<file path="src/rtl/regbank_pkg.sv">
package regbank_pkg;
   // Kind of behaviour a direct location follows
   typedef enum logic [1:0] {
      DK_PLAIN = 2'd0,
      DK_NONE  = 2'd1,
      DK_CTRL  = 2'd2
   } dir_kind_e;

   // Kind of behaviour an indirect location follows
   typedef enum logic [1:0] {
      IK_PLAIN = 2'd0,
      IK_FIXED = 2'd1,
      IK_IDENT = 2'd2
   } ind_kind_e;
endpackage

</file>
<file path="src/rtl/regbank_decode.sv">
module regbank_decode #(
   parameter int ADDR_W   = 6,
   parameter int DATA_W   = 32,
   parameter int N_DIR    = 16,
   parameter int CTRL_IDX = 4,
   localparam int SEL_W   = ADDR_W - 2
) (
   input  logic [ADDR_W-1:0] addr,
   input  logic              we,
   input  logic [DATA_W-1:0] wdata,
   output logic [SEL_W-1:0]  sel,
   output logic [N_DIR-1:0]  dir_we,
   output logic              soft_clr
);
   assign sel = addr[ADDR_W-1:2];

   for (genvar i = 0; i < N_DIR; i++) begin : g_we
      assign dir_we[i] = we && (sel == SEL_W'(i));
   end

   assign soft_clr = dir_we[CTRL_IDX] && wdata[0];
endmodule

</file>
<file path="src/rtl/regbank_direct.sv">
module regbank_direct
   import regbank_pkg::*;
#(
   parameter int                DATA_W    = 32,
   parameter int                N_DIR     = 16,
   parameter int                WIN_IDX   = 1,
   parameter int                DROP_IDX  = 2,
   parameter int                CTRL_IDX  = 4,
   parameter logic [DATA_W-1:0] CTRL_MASK = DATA_W'(32'h7F)
) (
   input  logic                          clk,
   input  logic                          rst_n,
   input  logic                          soft_clr,
   input  logic [N_DIR-1:0]              dir_we,
   input  logic [DATA_W-1:0]             wdata,
   output logic [N_DIR-1:0][DATA_W-1:0]  dir_q
);
   for (genvar i = 0; i < N_DIR; i++) begin : g_reg
      localparam dir_kind_e KIND = (i == WIN_IDX || i == DROP_IDX) ? DK_NONE :
                                   (i == CTRL_IDX) ? DK_CTRL : DK_PLAIN;
      if (KIND == DK_NONE) begin : g_none
         assign dir_q[i] = '0;
      end else if (KIND == DK_CTRL) begin : g_ctrl
         logic [DATA_W-1:0] q;
         always_ff @(posedge clk) begin
            if (!rst_n)         q <= '0;
            else if (dir_we[i]) q <= wdata & CTRL_MASK;
         end
         assign dir_q[i] = q;
      end else begin : g_plain
         logic [DATA_W-1:0] q;
         always_ff @(posedge clk) begin
            if (!rst_n)         q <= '0;
            else if (soft_clr)  q <= '0;
            else if (dir_we[i]) q <= wdata;
         end
         assign dir_q[i] = q;
      end
   end
endmodule

</file>
<file path="src/rtl/regbank_indirect.sv">
module regbank_indirect
   import regbank_pkg::*;
#(
   parameter int               IND_W    = 8,
   parameter int               N_IND    = 32,
   parameter int               RAZ_IDX  = 3,
   parameter int               RO_A_IDX = 11,
   parameter int               RO_B_IDX = 25,
   parameter int               ID_IDX   = 12,
   parameter logic [IND_W-1:0] ID_VAL   = 8'h8A,
   parameter logic [IND_W-1:0] ID_KEEP  = 8'h40,
   parameter logic [IND_W-1:0] VER_VAL  = 8'hA0,
   localparam int              IDX_W    = $clog2(N_IND)
) (
   input  logic             clk,
   input  logic             rst_n,
   input  logic             soft_clr,
   input  logic             win_we,
   input  logic [IDX_W-1:0] idx,
   input  logic [IND_W-1:0] wdata,
   output logic [IND_W-1:0] rd_byte
);
   logic [N_IND-1:0][IND_W-1:0] loc_q;

   for (genvar i = 0; i < N_IND; i++) begin : g_loc
      localparam logic [IND_W-1:0] RST = (i == ID_IDX)   ? ID_VAL  :
                                         (i == RO_B_IDX) ? VER_VAL : '0;
      localparam ind_kind_e KIND = (i == RO_A_IDX || i == RO_B_IDX) ? IK_FIXED :
                                   (i == ID_IDX) ? IK_IDENT : IK_PLAIN;
      if (KIND == IK_FIXED) begin : g_fixed
         assign loc_q[i] = RST;
      end else begin : g_rw
         logic [IND_W-1:0] q;
         logic [IND_W-1:0] nxt;
         logic             hit;
         assign hit = win_we && (idx == IDX_W'(i));
         if (KIND == IK_IDENT) begin : g_id
            assign nxt = (wdata & ID_KEEP) | ID_VAL;
         end else begin : g_pl
            assign nxt = wdata;
         end
         always_ff @(posedge clk) begin
            if (!rst_n)        q <= RST;
            else if (soft_clr) q <= RST;
            else if (hit)      q <= nxt;
         end
         assign loc_q[i] = q;
      end
   end

   assign rd_byte = (idx == IDX_W'(RAZ_IDX)) ? '0 : loc_q[idx];
endmodule

</file>
<file path="src/rtl/idx_regbank.sv">
module idx_regbank #(
   parameter int ADDR_W = 6,
   parameter int DATA_W = 32,
   parameter int N_DIR  = 16,
   parameter int IND_W  = 8,
   parameter int N_IND  = 32
) (
   input  logic              clk,
   input  logic              rst_n,
   input  logic [ADDR_W-1:0] bus_addr,
   input  logic              bus_we,
   input  logic [DATA_W-1:0] bus_wdata,
   input  logic              bus_re,
   output logic [DATA_W-1:0] bus_rdata,
   output logic              irq
);
   localparam int SEL_W    = ADDR_W - 2;
   localparam int IDX_W    = $clog2(N_IND);
   localparam int PTR_IDX  = 0;
   localparam int WIN_IDX  = 1;
   localparam int DROP_IDX = 2;
   localparam int CTRL_IDX = 4;

   if (N_DIR != (1 << SEL_W)) begin : g_bad_dir
      $error("N_DIR must fill the address window");
   end
   if (IND_W > DATA_W || IDX_W > DATA_W) begin : g_bad_w
      $error("indirect width or index exceeds data width");
   end
   if (N_IND != (1 << IDX_W)) begin : g_bad_ind
      $error("N_IND must be a power of two");
   end

   logic [SEL_W-1:0]             sel;
   logic [N_DIR-1:0]             dir_we;
   logic                         soft_clr;
   logic [N_DIR-1:0][DATA_W-1:0] dir_q;
   logic [IND_W-1:0]             ind_rd;
   logic [IDX_W-1:0]             ind_idx;
   logic [DATA_W-1:0]            rd_mux;

   regbank_decode #(.ADDR_W(ADDR_W), .DATA_W(DATA_W), .N_DIR(N_DIR),
                    .CTRL_IDX(CTRL_IDX)) u_dec (
      .addr(bus_addr), .we(bus_we), .wdata(bus_wdata),
      .sel(sel), .dir_we(dir_we), .soft_clr(soft_clr));

   regbank_direct #(.DATA_W(DATA_W), .N_DIR(N_DIR), .WIN_IDX(WIN_IDX),
                    .DROP_IDX(DROP_IDX), .CTRL_IDX(CTRL_IDX)) u_dir (
      .clk(clk), .rst_n(rst_n), .soft_clr(soft_clr), .dir_we(dir_we),
      .wdata(bus_wdata), .dir_q(dir_q));

   assign ind_idx = dir_q[PTR_IDX][IDX_W-1:0];

   regbank_indirect #(.IND_W(IND_W), .N_IND(N_IND)) u_ind (
      .clk(clk), .rst_n(rst_n), .soft_clr(soft_clr),
      .win_we(dir_we[WIN_IDX]), .idx(ind_idx),
      .wdata(bus_wdata[IND_W-1:0]), .rd_byte(ind_rd));

   assign rd_mux = (sel == SEL_W'(WIN_IDX)) ? DATA_W'(ind_rd) : dir_q[sel];

   always_ff @(posedge clk) begin
      if (!rst_n)      bus_rdata <= '0;
      else if (bus_re) bus_rdata <= rd_mux;
      else             bus_rdata <= '0;
   end

   assign irq = 1'b0;
endmodule

</file>
<file path="config.mk">
export PLATFORM = sky130hd
export DESIGN_NAME = idx_regbank
export DESIGN_NICKNAME = d
export VERILOG_FILES = /design/src/rtl/regbank_pkg.sv /design/src/rtl/regbank_decode.sv /design/src/rtl/regbank_direct.sv /design/src/rtl/regbank_indirect.sv /design/src/rtl/idx_regbank.sv
export SDC_FILE = /design/constraint.sdc
export NUM_CORES = 2
export LEC_CHECK = 0
export CAP_MARGIN = 20
export CORE_MARGIN = 1.5
export CORE_UTILIZATION = 60
export DETAILED_ROUTE_END_ITERATION = 6
export DONT_BUFFER_PORTS = 1
export GPL_TIMING_DRIVEN = 0
export PLACE_DENSITY = 0.74
export SLEW_MARGIN = 20
export SYNTH_ARGS = -nofsm -noshare
export SYNTH_HDL_FRONTEND = slang
export SYNTH_SLANG_ARGS = --single-unit
export TNS_END_PERCENT = 5
</file>
<file path="constraint.sdc">
create_clock -name clk -period 2.7 [get_ports clk]
set_clock_uncertainty 0.05 [all_clocks]
set_input_delay 0.675 -clock clk [delete_from_list [all_inputs] [get_ports clk]]
set_output_delay 0.675 -clock clk [all_outputs]
set_load 0.01 [all_outputs]
</file>
==> impl_metrics.tcl <==
set metrics [dict create \
    outcome "complete, but fails checks" \
    violations "setup timing" \
    first_pass_iters 7 \
    ys_warn_count 0 \
    drc_errors 0 \
    antenna_found_initial 0 \
    hp-class "input port to flip-flop" \
    setup.worst_path.end_class "flip-flop" \
    worstReg2RegStart "u_dir.g_reg[0].g_plain.q[1]" \
    numCtsBuffers 70 \
    startpoint_type "input port" \
    p_per_area_nw_per_um2 665 \
    ys_ff_latch 688 \
    layoutNonFillerInstCount 4282 \
    io_pins 75 \
    drtIter0Drc 3354 \
    worstMarginPinSlew_ns 1.02 \
    maxCapViolCount 0 \
    synth.yosys.seq_area_share 0.467 \
    fp.dieW_um 225 \
    place_inst 4154 \
    grt_usage 0.405 \
    syn_nets 3532 \
    vdd_ir_drop_max_mv 0.524 \
    hold_start "bus_wdata[17]" \
    hold_viol_final 0 \
    first_global_vias 26100 \
    yosys.area_share.simple 0.185 \
    crit_fanout 10 \
    mostFrequentLayoutCell "nand2_1" \
    tns_ns -0.00112 \
    synth-edff-count 0 \
    final_layout_size_suffix_gt1_frac 0.121 \
    rsz0062_at_grt "yes" \
    setup_violations 1 \
    hpwl_mm 74.6 \
    wl_mm 103 \
    r2r_end "bus_rdata[0]" \
    fmaxAchievable_mhz 370 \
    coreArea_um2 48700 \
    fin_crit_sh 1.00 \
    clock-sinks 688 \
    vias 27100 \
    critPathArrivalTime_ns 3.18 \
    worstPathRequired_ns 3.17 \
    nets 3604 \
    synthXorXnorAreaFrac 0 \
    syn_inst 3490 \
    start_util 0.605 \
    die-area_um2 50500 \
    whs_ns 0.130 \
    synthAdderAreaFrac 0 \
    rows 81 \
    h-tree-depth 3 \
    timing.final.crit_period_ns 2.70 \
    synthMuxAreaShare 0.134 \
    final.setup.worst_slack_ns -0.00112 \
    post-place-ws_ns -0.879 \
    critical_path.startpoint "bus_addr[2]" \
    syn_area_per_cell_um2 8.44 \
    wl_per_cell_um 24.0 \
    power.total_mw 21.8 \
    via_per_inst 6.34 \
    grt.overflow.total 0 \
    antenna_left 0 \
    clockRootBuffer "clkbuf_16" \
    r2r_setup_slack_ns 0.03 \
    cts_setup_buffers 0 \
    grt_max_degree 15 \
    gp_congestion 1.02 \
    relSlewSlack 0.317 \
    synthDistinctLibCells 55 \
    r2r_cells 7 \
    clockBufferDepth 3 \
    critPathCapture "u_dir.g_reg[15].g_plain.q[4]" \
    nFillCells 3950 \
    synth_top_family_by_area "simple AND/OR/NAND/NOR gates" \
    diodes 0 \
    clk_pin_slew_ns 0.06 \
    io_buffers 0 \
    clock_latency_ns 0.62 \
    synth_ff_type "dfxtp_1" \
    syn-cell-area_um2 29500 \
    cts_tree "yes" \
    area_delta_synth_final_pct 11.4 \
    slew_viol_final 0 \
    grt_pass1_wl_mm 154 \
    die_h_um 225 \
    synth-compound-area-share 0.162 \
    p_leak_nw 10.6 \
    path_class "input port to flip-flop" \
    synth-async-reset-ratio 0 \
    most-common-layout-cells "nand2_1, dfxtp_1, a21oi_1" \
]
## critical path: stages
cell	delay (ns)
buf_2	0.18
buf_2	0.40
buf_2	0.41
nand2_1	0.25
nor2_2	0.47
clkbuf_1	0.50
nand2_1	0.11
a21oi_1	0.16
## cell usage after synthesis, drive strengths merged, types with 4 or more instances
cell type	number	share of area
mux2	33	0.013
nand4	4	0.0017
a221oi	28	0.0083
o2bb2ai	6	0.0018
nor2	89	0.011
a22o	7	0.0021
clkbuf	195	0.025
a211oi	25	0.0064
a32o	4	0.0014
nand2b	5	0.0011
o21ai	96	0.016
o211ai	4	0.0010
buf	148	0.025
or2	4	0.00085
o221ai	5	0.0015
mux2i	83	0.028
nor2b	12	0.0025
a21oi	645	0.11
nand2	1085	0.14
nand3	120	0.020
inv	7	0.00089
nor3	9	0.0034
mux4	122	0.094
dfxtp	688	0.47
a22oi	34	0.0087
## layout make-up
class                      instances  area [um2]  share of cell area
buffer                           343        1550              0.0471
clock buffer                     107        2150              0.0657
clock inverter                    21         273             0.00831
inverter                           8        31.3            0.000953
multi-input combinational       2451       14200               0.433
sequential                       688       13800               0.420
tap                              664         831              0.0253
## logic make-up (layout without fill, tap and decap cells)
logic type             after synthesis  in the layout
AND/OR/NAND/NOR                   1345           1345
AO/OA/AOI/OAI                      867            867
flip-flops                         688            688
buffers and inverters              351            479
multiplexers                       238            238
other                                1              1
## metal layers
metal,track usage,routed length [um]
met3,0.0780,9690
met5,0,0
met2,0.652,47800
met4,0.283,7580
met1,0.491,37800
## state kept, by name, indices dropped and copies added, names as in the netlist
name / count
bus_rdata: 32
u_dir.g.g_ctrl.q: 7
u_dir.g.g_plain.q: 416
u_ind.g_loc.g_rw.q: 233
## metrics by stage
stage,area [um2],utilization
3_5_place_dp,30300,0.622
4_1_cts,32800,0.672
5_1_grt,32800,0.673
3_3_place_gp,30300,0.622
2_1_floorplan,29500,-
6_report,32800,0.673
## power by group
| part | switching (mW) | leakage [nW] | internal (mW) |
|---|---|---|---|
| Clock | 4.22 | 1.20 | 6.09 |
| Sequential | 0.0555 | 5.55 | 10.2 |
| Combinational | 0.918 | 3.81 | 0.302 |
| Total | 5.19 | 10.6 | 16.6 |
## worst min path at each step
stage,end,slack (ns),cells after the start
finish,u_dir.g_reg[0].g_plain.q[17],0.13,2
global route,u_dir.g_reg[3].g_plain.q[23],0.13,2
CTS,u_dir.g_reg[3].g_plain.q[30],0.12,2
detailed placement,u_dir.g_reg[11].g_plain.q[21],0.39,2
global placement,u_dir.g_reg[7].g_plain.q[14],0.39,2
floorplan,u_ind.g_loc[14].g_rw.q[0],0.38,2
## repair_timing
item,4_1_cts,5_1_grt
gates resized for setup,17,23
hold buffers,0,0
endpoints found under the hold margin,0,0
endpoints found under the setup margin,46,217
Power figures use the tool's default switching activity.
